===== src/rtl/irqc_pkg.sv =====
package irqc_pkg;

    // Level numbering
    localparam int LVL_W   = 3;
    localparam int NUM_LVL = 7;
    localparam int NUM_MSK = NUM_LVL - 1;

    // Source index layout (bit positions of src_i / pend_o)
    localparam int HOST_SRCS   = 3;
    localparam int IDX_TMR2    = 0;
    localparam int IDX_HOST_LO = IDX_TMR2 + 1;
    localparam int IDX_HOST_HI = IDX_HOST_LO + HOST_SRCS - 1;
    localparam int IDX_SCAN    = IDX_HOST_HI + 1;
    localparam int IDX_BEAM    = IDX_SCAN + 1;
    localparam int IDX_TMR1    = IDX_BEAM + 1;
    localparam int IDX_SERIAL  = IDX_TMR1 + 1;
    localparam int IDX_VIDEO   = IDX_SERIAL + 1;
    localparam int IDX_NMI     = IDX_VIDEO + 1;
    localparam int NUM_SRC     = IDX_NMI + 1;

    typedef enum logic [LVL_W-1:0] {
        LVL_NONE   = 3'd0,
        LVL_TMR2   = 3'd1,
        LVL_HOST   = 3'd2,
        LVL_SCAN   = 3'd3,
        LVL_BEAM   = 3'd4,
        LVL_SERIAL = 3'd5,
        LVL_VIDEO  = 3'd6,
        LVL_NMI    = 3'd7
    } irq_lvl_e;

    typedef logic [NUM_SRC-1:0] src_vec_t;
    typedef logic [NUM_LVL-1:0] lvl_vec_t;
    typedef logic [NUM_MSK-1:0] msk_vec_t;

    typedef struct packed {
        logic             req;
        logic [LVL_W-1:0] lvl;
    } ack_t;

    typedef struct packed {
        logic     we;
        src_vec_t bits;
    } clr_t;

    // Level of one source index
    function automatic logic [LVL_W-1:0] src_level(input int idx);
        logic [LVL_W-1:0] l;
        if (idx == IDX_TMR2)                             l = LVL_TMR2;
        else if (idx >= IDX_HOST_LO && idx <= IDX_HOST_HI) l = LVL_HOST;
        else if (idx == IDX_SCAN)                        l = LVL_SCAN;
        else if (idx == IDX_BEAM || idx == IDX_TMR1)     l = LVL_BEAM;
        else if (idx == IDX_SERIAL)                      l = LVL_SERIAL;
        else if (idx == IDX_VIDEO)                       l = LVL_VIDEO;
        else if (idx == IDX_NMI)                         l = LVL_NMI;
        else                                             l = LVL_NONE;
        return l;
    endfunction

    // All sources that feed one level; level 0 maps to nothing
    function automatic src_vec_t lvl_sources(input logic [LVL_W-1:0] l);
        src_vec_t m;
        for (int i = 0; i < NUM_SRC; i++) begin
            m[i] = (l != LVL_NONE) && (src_level(i) == l);
        end
        return m;
    endfunction

    // Highest set level in a level vector (bit k-1 stands for level k)
    function automatic logic [LVL_W-1:0] top_level(input lvl_vec_t v);
        logic [LVL_W-1:0] r;
        r = LVL_NONE;
        for (int k = 1; k <= NUM_LVL; k++) begin
            if (v[k-1]) r = LVL_W'(k);
        end
        return r;
    endfunction

endpackage


===== src/rtl/irqc_edge_det.sv =====
module irqc_edge_det
    import irqc_pkg::*;
#(
    parameter int N = NUM_SRC
) (
    input  logic         clk,
    input  logic         rst,
    input  logic [N-1:0] line_i,
    output logic [N-1:0] rise_o
);

    logic [N-1:0] prev_q;

    // Per-line edge capture; prev resets high so a line held through reset
    // produces no edge.
    for (genvar g = 0; g < N; g++) begin : g_line
        always_ff @(posedge clk) begin
            if (rst) prev_q[g] <= 1'b1;
            else     prev_q[g] <= line_i[g];
        end
        assign rise_o[g] = line_i[g] & ~prev_q[g];
    end

endmodule


===== src/rtl/irqc_pend_reg.sv =====
module irqc_pend_reg
    import irqc_pkg::*;
(
    input  logic     clk,
    input  logic     rst,
    input  src_vec_t rise_i,
    input  ack_t     ack_i,
    input  clr_t     clr_i,
    output src_vec_t pend_o
);

    src_vec_t pend_q;
    src_vec_t ack_clr;
    src_vec_t wr_clr;
    src_vec_t pend_d;

    always_comb begin
        ack_clr = ack_i.req ? lvl_sources(ack_i.lvl) : '0;
        wr_clr  = clr_i.we  ? clr_i.bits : '0;
        // a fresh edge wins over any clear landing on the same edge
        pend_d  = (pend_q & ~(ack_clr | wr_clr)) | rise_i;
    end

    always_ff @(posedge clk) begin
        if (rst) pend_q <= '0;
        else     pend_q <= pend_d;
    end

    assign pend_o = pend_q;

    // every captured edge is pending one cycle later
    a_r2_edge_sets: assert property (@(posedge clk) disable iff (rst)
        (rise_i != '0) |=> ((pend_q & $past(rise_i)) == $past(rise_i)));

    // with no edge and no clear the pending vector holds
    a_r2_hold: assert property (@(posedge clk) disable iff (rst)
        (rise_i == '0 && !ack_i.req && !clr_i.we) |=> $stable(pend_q));

    // acknowledged level is empty afterwards unless re-raised
    a_r7_ack_clears: assert property (@(posedge clk) disable iff (rst)
        (ack_i.req && ack_i.lvl != LVL_NONE) |=>
        ((pend_q & lvl_sources($past(ack_i.lvl)) & ~$past(rise_i)) == '0));

    // written ones are cleared unless re-raised
    a_r8_w1c_clears: assert property (@(posedge clk) disable iff (rst)
        clr_i.we |=> ((pend_q & $past(clr_i.bits) & ~$past(rise_i)) == '0));

endmodule


===== src/rtl/irqc_lvl_enc.sv =====
module irqc_lvl_enc
    import irqc_pkg::*;
(
    input  src_vec_t         pend_i,
    input  msk_vec_t         mask_i,
    output logic [LVL_W-1:0] lvl_o
);

    lvl_vec_t act;
    lvl_vec_t eff;

    // OR-reduce the sources of every level
    for (genvar k = 0; k < NUM_LVL; k++) begin : g_lvl
        assign act[k] = |(pend_i & lvl_sources(LVL_W'(k + 1)));
    end

    // top level has no mask bit
    assign eff   = act & {1'b1, ~mask_i};
    assign lvl_o = top_level(eff);

endmodule


===== src/rtl/irqc_top.sv =====
module irqc_top
    import irqc_pkg::*;
(
    input  logic                clk,
    input  logic                rst,
    input  logic [NUM_SRC-1:0]  src_i,
    input  logic [NUM_MSK-1:0]  mask_i,
    input  logic                ack_i,
    input  logic [LVL_W-1:0]    ack_lvl_i,
    input  logic                clr_we_i,
    input  logic [NUM_SRC-1:0]  clr_bits_i,
    output logic [LVL_W-1:0]    irq_lvl_o,
    output logic [NUM_SRC-1:0]  pend_o
);

    src_vec_t rise;
    ack_t     ack_s;
    clr_t     clr_s;

    assign ack_s = '{req: ack_i, lvl: ack_lvl_i};
    assign clr_s = '{we: clr_we_i, bits: clr_bits_i};

    irqc_edge_det #(.N(NUM_SRC)) edge_i (
        .clk    (clk),
        .rst    (rst),
        .line_i (src_i),
        .rise_o (rise)
    );

    irqc_pend_reg pend_i (
        .clk    (clk),
        .rst    (rst),
        .rise_i (rise),
        .ack_i  (ack_s),
        .clr_i  (clr_s),
        .pend_o (pend_o)
    );

    irqc_lvl_enc enc_i (
        .pend_i (pend_o),
        .mask_i (mask_i),
        .lvl_o  (irq_lvl_o)
    );

    // non-maskable source always dominates
    a_r6_nmi_wins: assert property (@(posedge clk) disable iff (rst)
        pend_o[IDX_NMI] |-> (irq_lvl_o == LVL_NMI));

    // a presented maskable level is never masked
    a_r5_masked_hidden: assert property (@(posedge clk) disable iff (rst)
        (irq_lvl_o != LVL_NONE && irq_lvl_o != LVL_NMI) |->
        !mask_i[irq_lvl_o - 3'd1]);

    // nothing pending means level 0
    a_r4_idle_zero: assert property (@(posedge clk) disable iff (rst)
        (pend_o == '0) |-> (irq_lvl_o == LVL_NONE));

    // a presented level always has a pending source behind it
    a_r4_level_backed: assert property (@(posedge clk) disable iff (rst)
        (irq_lvl_o != LVL_NONE) |-> ((pend_o & lvl_sources(irq_lvl_o)) != '0));

endmodule


===== config.mk =====
export PLATFORM = sky130hd
export DESIGN_NAME = irqc_top
export DESIGN_NICKNAME = d
export VERILOG_FILES = /design/src/rtl/irqc_pkg.sv /design/src/rtl/irqc_edge_det.sv /design/src/rtl/irqc_pend_reg.sv /design/src/rtl/irqc_lvl_enc.sv /design/src/rtl/irqc_top.sv
export SDC_FILE = /design/constraint.sdc
export NUM_CORES = 1
export LEC_CHECK = 0
export BUFFER_PORTS_ARGS = -buffer_cell sky130_fd_sc_hd__buf_2
export CAP_MARGIN = 30
export CORE_MARGIN = 3
export CORE_UTILIZATION = 42
export CTS_CLUSTER_SIZE = 25
export DETAILED_ROUTE_END_ITERATION = 10
export PLACE_DENSITY = 0.85
export SLEW_MARGIN = 10
export SYNTH_ARGS = -nofsm -noshare
export SYNTH_HDL_FRONTEND = slang
export SYNTH_SLANG_ARGS = --single-unit

===== constraint.sdc =====
create_clock -name clk -period 1.2 [get_ports clk]
set_input_delay 0.24 -clock clk [delete_from_list [all_inputs] [get_ports clk]]
set_output_delay 0.24 -clock clk [all_outputs]
set_load 0.01 [all_outputs]

==> run summary <==
Worst slew margin: 79.3%
GR Overflow Total: 0
post-synth cell types: 22
vias in the first global route: 878
post-CTS setup buffer count: 0
Post-Layout Cell Count: 175
core area: 0.00180 mm^2
failing checks: negative setup slack
fmax: 624 MHz
post-DP HPWL: 1700 um
crit path DAT: 1.36 ns
CTS Buffer Depth: 2
CTS tree: yes
setup tns final: -1.04 ns
Final #Nets: 184
htree depth: 1
largest net degree at the start of global routing: 21
register area share after synthesis: 47.5%
vias per inst: 5.19
Hold Crit Class: in2reg
Vias: 909
hold_buf cts: 0
DRT antenna net count: 0
Worst-path clk slew: 0.11 ns
Final Hold Fails: 0
PD cells: 1100 mW/mm^2
Pleak: 0.000631 uW
CP Max Fanout: 2
Die X-Extent: 50.8 um
EDFF count, synth: 0
Placed Cells: 171
mapped cell area: 842 um^2
Top FF cell, synth: dfxtp_1
RSZ-0062 raised after global routing: true
worst skew pair latency: 0.29 ns
asr flop ratio synth: 0%
status: finished, violations left
Critical Path End Type: output port
Clock Skews: 0.00186 ns
TritonRoute pass-1 iters: 4
Slew Viols, Final: 0
die height: 50.8 um
Slew @ Worst Pin: 0.311 ns
# IOs: 46
layout cell share with drive strength beyond 1: 51.3%
most common cell after layout, fill and taps aside: buf_2
RePlAce Congestion: 0.738
# DRC: 0
crit path time final: 1.60 ns
Required @ worst endpoint: 0.96 ns
DR WL/cell: 12.9 um
final period utilization: 134%
FF+latch count, synth: 20
die area: 0.00258 mm^2
Syn. warnings: 0
PortBufs: 45
cells after synthesis: 95
Max-cap violations: 0
CP Launch Type: register
CTS buffer count: 3
P&R area growth vs syn: 44.4%
Worst Setup SP: pend_i.pend_o[1]
final wirelength: 2260 um
commonest cells after routing, fill and taps aside: 45 x buf_2, 15 x dfxtp_1, 12 x inv_1
clock root buffer: clkbuf_4
antenna violations before repair: 0
Syn Area/Cell: 8.86 um^2
Setup WS post-layout: -0.403 ns
critical path class: reg2out
FP Rows: 15
final setup fails: 3
diode count: 0
first-pass GRT wire length: 3730 um
VDD IR max: 0.969 mV
Clock Sinks: 20
Filler cells: 180
syn nets: 128
r2r startpoint: pend_i.pend_o[2]
Starting Density: 46.7%
Iter 0 DRT Violations: 18
Global Route Usage Sum: 18.9%
min-delay src: src_i[9]
[area by class of cell]
type,instances,area [um^2],area share [%]
flip-flops and latches,20,407,33.4
multi-input cells,60,404,33.2
repair buffers,54,293,24.1
inverters,12,45.0,3.70
clock buffers,4,36.3,2.98
well taps,25,31.3,2.57
[metal layers]
metal	vias to the layer above	GRT usage, %	routed length (um)
li1	445	-	-
met1	425	22.8	998
met2	37	32.6	1060
met3	2	4.45	190
met4	0	6.73	11
met5	-	0	0
[synth_stat cells (2+ instances only)]
| master | instances | area share [%] |
|---|---|---|
| clkbuf_1 | 2 | 0.89 |
| a32oi_1 | 10 | 10 |
| nand4b_1 | 3 | 3.1 |
| nand4bb_1 | 3 | 4.0 |
| or2_2 | 10 | 7.4 |
| nand2_1 | 10 | 4.5 |
| nor2_1 | 11 | 4.9 |
| inv_1 | 12 | 5.3 |
| dfxtp_1 | 20 | 48 |
| nor2b_1 | 2 | 1.5 |
[sequential cells by signal, indices dropped and copies added (netlist names)]
| register | flops |
|---|---|
| edge_i.prev_q | 10 |
| pend_i.pend_o | 10 |
[per-stage QoR]
stage | setup slack (ns) | util [%] | power [uW] | instance area [um^2] | hold WS (ns)
6_report | -0.403 | 67.5 | 1340 | 1220 | 0.141
5_1_grt | -0.497 | 67.5 | 1420 | 1220 | 0.118
3_5_place_dp | -0.151 | 64.4 | 959 | 1160 | 0.446
4_1_cts | -0.408 | 67.3 | 1350 | 1210 | 0.134
3_3_place_gp | -0.0608 | 64.4 | 948 | 1160 | 0.443
2_1_floorplan | 0.00204 | - | 833 | 848 | 0.347
[kinds of logic after synthesis]
group	after synthesis	synth area share (%)
buf+inv	15	6.83
compound gates	16	16.0
simple gates	44	29.6
flops	20	47.5
[worst max-delay path: stages, from the launching register on]
cell,delay (ns)
dfxtp_2,0.35
nor3_4,0.21
o22ai_1,0.09
a311o_1,0.28
buf_2,0.14
[power by group]
group          total (uW)  switching, uW  internal [uW]
logic                 241            115            126
clock network         382            197            185
registers             714           15.8            698
[repair_timing]
action / CTS / global route
setup endpoints to repair: 3 / 5
pin swaps: 3 / 1
gates resized for setup: 6 / 3
[worst paths after layout]
check | slack (ns) | depth (start not counted) | end
hold / removal | 0.14 | 2 | edge_i.prev_q[9]
hold reg to reg | 0.50 | 3 | pend_i.pend_o[8]
setup reg to reg | 0.39 | 3 | pend_i.pend_o[2]
setup / recovery | -0.40 | 4 | irq_lvl_o[1]
No activity file was read; power rests on OpenSTA's default activity.
